$ cat src/rtl/splitwin_pkg.sv
package splitwin_pkg;

  parameter int unsigned SW_ADDR_W = 24;
  parameter int unsigned SW_DATA_W = 32;

  typedef logic [SW_ADDR_W-1:0] addr_t;

  // one permission triple, bit 0 read, bit 1 write, bit 2 fetch
  typedef struct packed {
    logic x;
    logic w;
    logic r;
  } perm3_t;

  typedef enum logic [1:0] {
    OP_RD   = 2'd0,
    OP_WR   = 2'd1,
    OP_FX   = 2'd2,
    OP_FX_B = 2'd3
  } acc_op_e;

  typedef enum logic [1:0] {
    SEL_LOCK = 2'd0,
    SEL_CFG  = 2'd1,
    SEL_CTL  = 2'd2,
    SEL_FLT  = 2'd3
  } reg_sel_e;

  localparam int unsigned CFG_PLO_LSB = SW_ADDR_W;
  localparam int unsigned CFG_PHI_LSB = SW_ADDR_W + 3;
  localparam int unsigned FLT_WR_BIT  = 16;
  localparam int unsigned FLT_FX_BIT  = 17;
  localparam int unsigned FLT_BS_BIT  = 18;

  function automatic logic in_range(addr_t a, addr_t lo, addr_t hi);
    return (a >= lo) && (a <= hi);
  endfunction

  function automatic logic split_ok(addr_t a, addr_t lo, addr_t hi);
    return in_range(a, lo, hi) && (a[1:0] == 2'b00);
  endfunction

  function automatic logic perm_allows(perm3_t p, logic [1:0] op);
    logic ok;
    case (op)
      OP_RD:   ok = p.r;
      OP_WR:   ok = p.w;
      default: ok = p.x;
    endcase
    return ok;
  endfunction

  function automatic addr_t rebuild_addr(addr_t low, logic flag, addr_t base);
    return low | (flag ? base : '0);
  endfunction

endpackage

$ cat src/rtl/swg_cfg_regs.sv
module swg_cfg_regs
  import splitwin_pkg::*;
#(
  parameter addr_t WIN_LO = 24'h40_0000,
  parameter addr_t WIN_HI = 24'h40_0FFF
) (
  input  logic                 clk,
  input  logic                 rst_n,
  input  logic                 wen,
  input  logic [1:0]           sel,
  input  logic [SW_DATA_W-1:0] wdata,
  output logic                 lock_q,
  output addr_t                split_q,
  output perm3_t               perm_lo,
  output perm3_t               perm_hi,
  output logic                 irq_en,
  output logic                 clr_q
);

  addr_t wr_split;
  logic  wr_lock, wr_cfg, wr_ctl;
  logic  unused_wdata;

  assign wr_split     = wdata[SW_ADDR_W-1:0];
  assign wr_lock      = wen && (sel == SEL_LOCK) && wdata[0];
  assign wr_cfg       = wen && (sel == SEL_CFG) && !lock_q &&
                        split_ok(wr_split, WIN_LO, WIN_HI);
  assign wr_ctl       = wen && (sel == SEL_CTL);
  assign unused_wdata = ^wdata[SW_DATA_W-1:CFG_PHI_LSB+3];

  always_ff @(posedge clk or negedge rst_n) begin
    if (!rst_n) begin
      lock_q <= 1'b0;
    end else if (wr_lock) begin
      lock_q <= 1'b1;
    end
  end

  always_ff @(posedge clk or negedge rst_n) begin
    if (!rst_n) begin
      split_q <= WIN_LO;
      perm_lo <= '1;
      perm_hi <= '1;
    end else if (wr_cfg) begin
      split_q <= wr_split;
      perm_lo <= wdata[CFG_PLO_LSB +: 3];
      perm_hi <= wdata[CFG_PHI_LSB +: 3];
    end
  end

  always_ff @(posedge clk or negedge rst_n) begin
    if (!rst_n) begin
      irq_en <= 1'b0;
      clr_q  <= 1'b0;
    end else if (wr_ctl) begin
      clr_q <= wdata[1];
      if (!lock_q) irq_en <= wdata[0];
    end
  end

  p_lock_sticky_r10: assert property (@(posedge clk) disable iff (!rst_n)
    lock_q |=> lock_q);

  p_cfg_frozen_r11: assert property (@(posedge clk) disable iff (!rst_n)
    lock_q |=> ($stable(split_q) && $stable(perm_lo) && $stable(perm_hi) && $stable(irq_en)));

  p_split_inside_r4: assert property (@(posedge clk) disable iff (!rst_n)
    (split_q >= WIN_LO) && (split_q <= WIN_HI));

  p_split_aligned_r5: assert property (@(posedge clk) disable iff (!rst_n)
    split_q[1:0] == 2'b00);

endmodule

$ cat src/rtl/swg_perm_check.sv
module swg_perm_check
  import splitwin_pkg::*;
#(
  parameter addr_t WIN_LO = 24'h40_0000,
  parameter addr_t WIN_HI = 24'h40_0FFF
) (
  input  logic       req,
  input  addr_t      addr,
  input  logic [1:0] op,
  input  addr_t      split,
  input  perm3_t     perm_lo,
  input  perm3_t     perm_hi,
  output logic       hit_high,
  output logic       grant,
  output logic       deny
);

  logic   in_win, allowed;
  perm3_t sel_perm;

  assign in_win   = in_range(addr, WIN_LO, WIN_HI);
  assign hit_high = in_win && (addr >= split);
  assign sel_perm = hit_high ? perm_hi : perm_lo;
  assign allowed  = perm_allows(sel_perm, op);
  assign grant    = req && (!in_win || allowed);
  assign deny     = req && in_win && !allowed;

endmodule

$ cat src/rtl/swg_fault_cap.sv
module swg_fault_cap
  import splitwin_pkg::*;
#(
  parameter int unsigned OFF_W = 12
) (
  input  logic             clk,
  input  logic             rst_n,
  input  logic             deny,
  input  logic [OFF_W-1:0] addr_low,
  input  logic [1:0]       op,
  input  logic             clr_q,
  input  logic             irq_en,
  output logic             pending,
  output logic [OFF_W-1:0] flt_off,
  output logic             flt_wr,
  output logic             flt_fx,
  output logic             flt_base,
  output logic             irq
);

  logic capture;

  assign capture = deny && !pending && !clr_q;

  always_ff @(posedge clk or negedge rst_n) begin
    if (!rst_n) begin
      pending  <= 1'b0;
      flt_off  <= '0;
      flt_wr   <= 1'b0;
      flt_fx   <= 1'b0;
      flt_base <= 1'b0;
    end else if (clr_q) begin
      pending <= 1'b0;
    end else if (capture) begin
      pending  <= 1'b1;
      flt_off  <= addr_low;
      flt_wr   <= (op == OP_WR);
      flt_fx   <= op[1];
      flt_base <= 1'b1;
    end
  end

  assign irq = pending && irq_en;

  p_first_fault_held_r9: assert property (@(posedge clk) disable iff (!rst_n)
    (pending && !clr_q) |=> ($stable(flt_off) && $stable(flt_wr) && $stable(flt_fx)));

  p_clear_drops_r7: assert property (@(posedge clk) disable iff (!rst_n)
    clr_q |=> !pending);

endmodule

$ cat src/rtl/splitwin_guard.sv
module splitwin_guard
  import splitwin_pkg::*;
#(
  parameter addr_t       WIN_LO = 24'h40_0000,
  parameter addr_t       WIN_HI = 24'h40_0FFF,
  parameter int unsigned OFF_W  = 12
) (
  input  logic                 clk,
  input  logic                 rst_n,
  input  logic                 acc_req,
  input  logic [SW_ADDR_W-1:0] acc_addr,
  input  logic [1:0]           acc_op,
  output logic                 acc_grant,
  output logic                 acc_deny,
  input  logic                 reg_wen,
  input  logic [1:0]           reg_sel,
  input  logic [SW_DATA_W-1:0] reg_wdata,
  output logic [SW_DATA_W-1:0] reg_rdata,
  output logic                 irq,
  output logic [SW_ADDR_W-1:0] fault_addr
);

  localparam addr_t OFF_MASK = addr_t'((64'd1 << OFF_W) - 64'd1);
  localparam addr_t WIN_BASE = WIN_LO & ~OFF_MASK;

  logic             lock_q, irq_en, clr_q, pending, hit_high;
  addr_t            split_q;
  perm3_t           perm_lo, perm_hi;
  logic [OFF_W-1:0] flt_off;
  logic             flt_wr, flt_fx, flt_base;
  logic             unused_hit;

  swg_cfg_regs #(.WIN_LO(WIN_LO), .WIN_HI(WIN_HI)) u_cfg (
    .clk(clk), .rst_n(rst_n), .wen(reg_wen), .sel(reg_sel), .wdata(reg_wdata),
    .lock_q(lock_q), .split_q(split_q), .perm_lo(perm_lo), .perm_hi(perm_hi),
    .irq_en(irq_en), .clr_q(clr_q)
  );

  swg_perm_check #(.WIN_LO(WIN_LO), .WIN_HI(WIN_HI)) u_chk (
    .req(acc_req), .addr(acc_addr), .op(acc_op), .split(split_q),
    .perm_lo(perm_lo), .perm_hi(perm_hi), .hit_high(hit_high),
    .grant(acc_grant), .deny(acc_deny)
  );

  swg_fault_cap #(.OFF_W(OFF_W)) u_flt (
    .clk(clk), .rst_n(rst_n), .deny(acc_deny), .addr_low(acc_addr[OFF_W-1:0]),
    .op(acc_op), .clr_q(clr_q), .irq_en(irq_en), .pending(pending),
    .flt_off(flt_off), .flt_wr(flt_wr), .flt_fx(flt_fx), .flt_base(flt_base),
    .irq(irq)
  );

  assign unused_hit = hit_high;
  assign fault_addr = rebuild_addr(addr_t'(flt_off), flt_base, WIN_BASE);

  always_comb begin
    reg_rdata = '0;
    case (reg_sel)
      SEL_LOCK: reg_rdata[0] = lock_q;
      SEL_CFG: begin
        reg_rdata[SW_ADDR_W-1:0]   = split_q;
        reg_rdata[CFG_PLO_LSB +: 3] = perm_lo;
        reg_rdata[CFG_PHI_LSB +: 3] = perm_hi;
      end
      SEL_CTL:  reg_rdata[2:0] = {pending, clr_q, irq_en};
      default: begin
        reg_rdata[OFF_W-1:0] = flt_off;
        reg_rdata[FLT_WR_BIT] = flt_wr;
        reg_rdata[FLT_FX_BIT] = flt_fx;
        reg_rdata[FLT_BS_BIT] = flt_base;
      end
    endcase
  end

  p_deny_pends_r6: assert property (@(posedge clk) disable iff (!rst_n)
    (acc_deny && !clr_q) |=> pending);

  p_outside_free_r3: assert property (@(posedge clk) disable iff (!rst_n)
    (acc_req && ((acc_addr < WIN_LO) || (acc_addr > WIN_HI))) |-> (acc_grant && !acc_deny));

endmodule

$ cat config.mk
export PLATFORM = sky130hd
export DESIGN_NAME = splitwin_guard
export DESIGN_NICKNAME = d
export VERILOG_FILES = /design/src/rtl/splitwin_pkg.sv /design/src/rtl/swg_cfg_regs.sv /design/src/rtl/swg_perm_check.sv /design/src/rtl/swg_fault_cap.sv /design/src/rtl/splitwin_guard.sv
export SDC_FILE = /design/constraint.sdc
export NUM_CORES = 1
export LEC_CHECK = 0
export BUFFER_PORTS_ARGS = -buffer_cell sky130_fd_sc_hd__buf_2
export CORE_MARGIN = 3
export CORE_UTILIZATION = 48
export DETAILED_ROUTE_END_ITERATION = 12
export GPL_ROUTABILITY_DRIVEN = 0
export PLACE_DENSITY = 0.85
export RECOVER_POWER = 100
export SLEW_MARGIN = 20
export SYNTH_ARGS = -nofsm -noshare
export SYNTH_HDL_FRONTEND = slang
export SYNTH_SLANG_ARGS = --single-unit
$ cat constraint.sdc
create_clock -name clk -period 3.3 [get_ports clk]
set_input_delay 0.495 -clock clk [delete_from_list [all_inputs] [get_ports clk]]
set_output_delay 0.495 -clock clk [all_outputs]
set_load 0.02 [all_outputs]
==> flow_summary_export.csv <==
group,metric,value,unit
status,outcome,"finished with violations",
status,violations,"capacitance limit, slew limit",
synthesis,synth-seq-cells,49,
place,post-place-cells,481,
timing,clock-skew-final,0.0104,ns
synthesis,synth-xor-area-share,0,
floorplan,die_h,86.1,um
route,totalWireLength,7.22,mm
pwr,leakagePower,0.00194,uW
timing,hold_viol,0,
final_layout,nets,502,
clocking,cts_sinks,49,
global_routing,grt_pass1_vias,2528,
timing,clock.fmax,0.316,GHz
clocking,clk_latency,0.30,ns
synthesis,ys_types,44,
timing,period_minus_slack,3.17,ns
timing,finalSetupViolations,0,
final_layout,n_antenna_cell,0,
global_routing,grt.met3_usage,0.0365,
critical_path,path_class,"register to output pin",
floorplan,die_x,86.1,um
floorplan,rows,28,
global_routing,grt_use_met2,0.355,
synthesis,yosys.area_share.simple,0.179,
final_layout,final_layout_size_suffix_gt1_frac,0.294,
min_path,hp-class,"input port to register",
floorplan,core_area,6060,um2
pwr,vdd_drop_max,0.000172,V
synthesis,syn_inst,308,
synthesis,synth_async_sr_flop_share,1.00,
critical_path,cp_max_fo,4,
synthesis,syn_area_per_cell,10.0,um2
timing,slew_viol_final,50,
critical_path,cp.required,2.80,ns
critical_path,crit_arrival,2.67,ns
critical_path,cp_cell_sequence,"inv_1, ha_1, a21oi_1, o21ai_1, a221o_1, a211o_1, o211ai_2, o31a_1, and4_1, buf_6",
global_routing,met1_usage,0.235,
clocking,cts_root_buf,"clkbuf_8",
synthesis,syn-cell-area,3080,um2
synthesis,synth_ff_type,"dfrtp_1",
synthesis,synth_top_family_by_area,"simple AND/OR/NAND/NOR gates",
place,dpl.hpwl,5.57,mm
synthesis,synth_compound_area_frac,0.0902,
global_routing,grt_max_degree,50,
pwr,power.total,1140,uW
global_routing,grt_antenna_before_repair,0,
final_layout,syn_to_final_growth,20.4,%
synthesis,synth_warnings,0,
clocking,cts_made_buffers,5,
route,first_pass_iters,4,
floorplan,ioPinCount,123,
timing,min_period_over_period,0.960,
synthesis,yosysSeqAreaShare,0.401,
synthesis,synthAdderAreaFrac,0.0975,
place,port_buffers,107,
route,via_per_inst,5.13,
clocking,cts_tree,"done",
route,routedWlPerCell,14.7,um
timing,tightest_slew,2.62,ns
timing,setup-tns-final,0,ns
job,cap_violations,1,
floorplan,die-area,7410,um2
floorplan,initial_core_util,0.508,
route,drtIter0Drc,54,
timing,rsz0062_at_grt,"yes",
critical_path,slowest_delay,0.38,ns
critical_path,cp-end-kind,"output pin",
synthesis,synth_mux_area_frac,0.143,
critical_path,critPathBufInv,2,
synthesis,synth_edf_count,0,
critical_path,path_delay_family,"compound AO/OA/AOI/OAI gates",
clocking,htree_levels,2,
global_routing,grtUsageTotal,0.193,
clocking,clock_path_buffers,2,
route,num_vias,2515,
pwr,powerDensity,306,nW/um2
global_routing,grt_overflow,0,
timing,relSlewSlack,-0.745,
clocking,clk_pin_slew_worst_paths,0.09,ns
critical_path,crit_slowest_cell,"dfrtp_1",
route,drcViolationCount,0,
global_routing,busiest_layer,"met2",
critical_path,cp-start-kind,"register",
final_layout,fin_cells,490,
global_routing,grt_pass1_wl,11.5,mm
route,postRouteAntennaNets,0,
[report_power, final]
part / switching [uW] / internal (uW) / total [uW]
logic: 110 / 71.0 / 181
clock network: 189 / 149 / 338
registers: 7.57 / 609 / 616
total: 306 / 829 / 1140
[tightest hold or removal path, stage by stage]
cell and delay [ns]:
buf_2 0.08, nand2_1 0.03, o21ai_0 0.06
[worst paths after layout]
check,start,to,slack [ns],depth (start not counted)
min,reg_wdata[3],u_cfg.split_q[3],0.40,3
max reg2reg,u_cfg.split_q[9],u_flt.flt_off[8],0.58,10
max,u_cfg.split_q[9],acc_deny,0.13,10
max in group asynchronous,rst_n,u_flt.flt_off[11],0.81,1
min reg2reg,u_flt.flt_wr,u_flt.flt_wr,0.51,1
min in group asynchronous,rst_n,u_cfg.split_q[0],1.02,1
[layout make-up]
type / count / area [um2]
fillers: 565 / 2350
multi-input cells: 219 / 1660
flip-flops and latches: 49 / 1230
repair buffers: 112 / 541
inverters: 27 / 101
well taps: 75 / 93.8
clock buffers: 7 / 76.3
clock inverters: 1 / 5.00
[cells by family after synthesis]
family	Yosys count
and+or+nand+nor	102
DFF	49
AOI/OAI and AO/OA	44
buffers and inverters	52
muxes	36
adders and majority gates	24
other	1
[cell usage in the layout, fill, tap and decap left out, types with 3 or more instances in the layout]
cell type  netlist  routed
nand3_1          4       4
nand4_1          3       3
nor2b_1         18      18
clkbuf_1         8      41
inv_1           27      26
nand2_1         25      25
ha_1            24      22
clkbuf_8         0       5
o21ai_0         19      19
conb_1           1      13
a21oi_1          9       8
a21oi_2          2       3
dfstp_2          7       7
a22o_1           3       3
nor4_1           4       4
buf_2            0      68
dfrtp_1         42      42
nor3_1           3       3
nor4b_1          3       3
mux2i_1         12      12
and2_1          16      16
mux2_4          10      10
nor2_1          19      19
mux2_2          13      13
buf_4           14       3
[what timing repair did]
item	4_1_cts	5_1_grt
endpoints found under the hold margin	0	0
hold buffers	0	0
endpoints found under the setup margin	1	2
pin swaps	2	5
resized for setup	3	4
buffers inserted	1	0
[state kept, by name (all words and copies together), names as in the netlist, 3 cells and up]
register	count
u_cfg.perm_hi	3
u_cfg.split_q	24
u_flt.flt_off	12
u_cfg.perm_lo	3
[Yosys cell counts (2+ instances only)]
library cell / number / share of area
a21oi_2: 2 / 0.0057
nand3_1: 4 / 0.0065
dfrtp_1: 42 / 0.34
inv_1: 27 / 0.033
a22o_1: 3 / 0.0085
a211o_1: 2 / 0.0057
mux2_4: 10 / 0.049
nor2_1: 19 / 0.023
ha_1: 24 / 0.098
mux2_2: 13 / 0.048
nor2b_1: 18 / 0.037
a21oi_1: 9 / 0.015
nor4b_1: 3 / 0.0085
dfstp_2: 7 / 0.060
nor4_1: 4 / 0.0081
nor3_1: 3 / 0.0049
buf_4: 14 / 0.034
o21ai_0: 19 / 0.031
and2_1: 16 / 0.033
mux2i_1: 12 / 0.039
nand2_1: 25 / 0.030
nand4_1: 3 / 0.0061
clkbuf_1: 8 / 0.0098
[routing by layer]
metal | part of all wire | vias up | wire [um]
met4 | 0.0050 | 0 | 36
met1 | 0.42 | 1202 | 3040
met2 | 0.52 | 72 | 3760
li1 | - | 1237 | -
met5 | 0 | - | 0
met3 | 0.054 | 4 | 389
[stage by stage]
step	hold slack, ns	instance area, um2	utilization	worst slack, ns
5_1_grt	0.395	3710	0.612	-0.0302
2_1_floorplan	0.199	3120	-	0.447
3_3_place_gp	0.473	3630	0.599	0.244
3_5_place_dp	0.495	3630	0.599	0.163
6_report	0.404	3710	0.612	0.132
4_1_cts	0.396	3740	0.617	0.0467
Power figures use the tool's default switching activity.
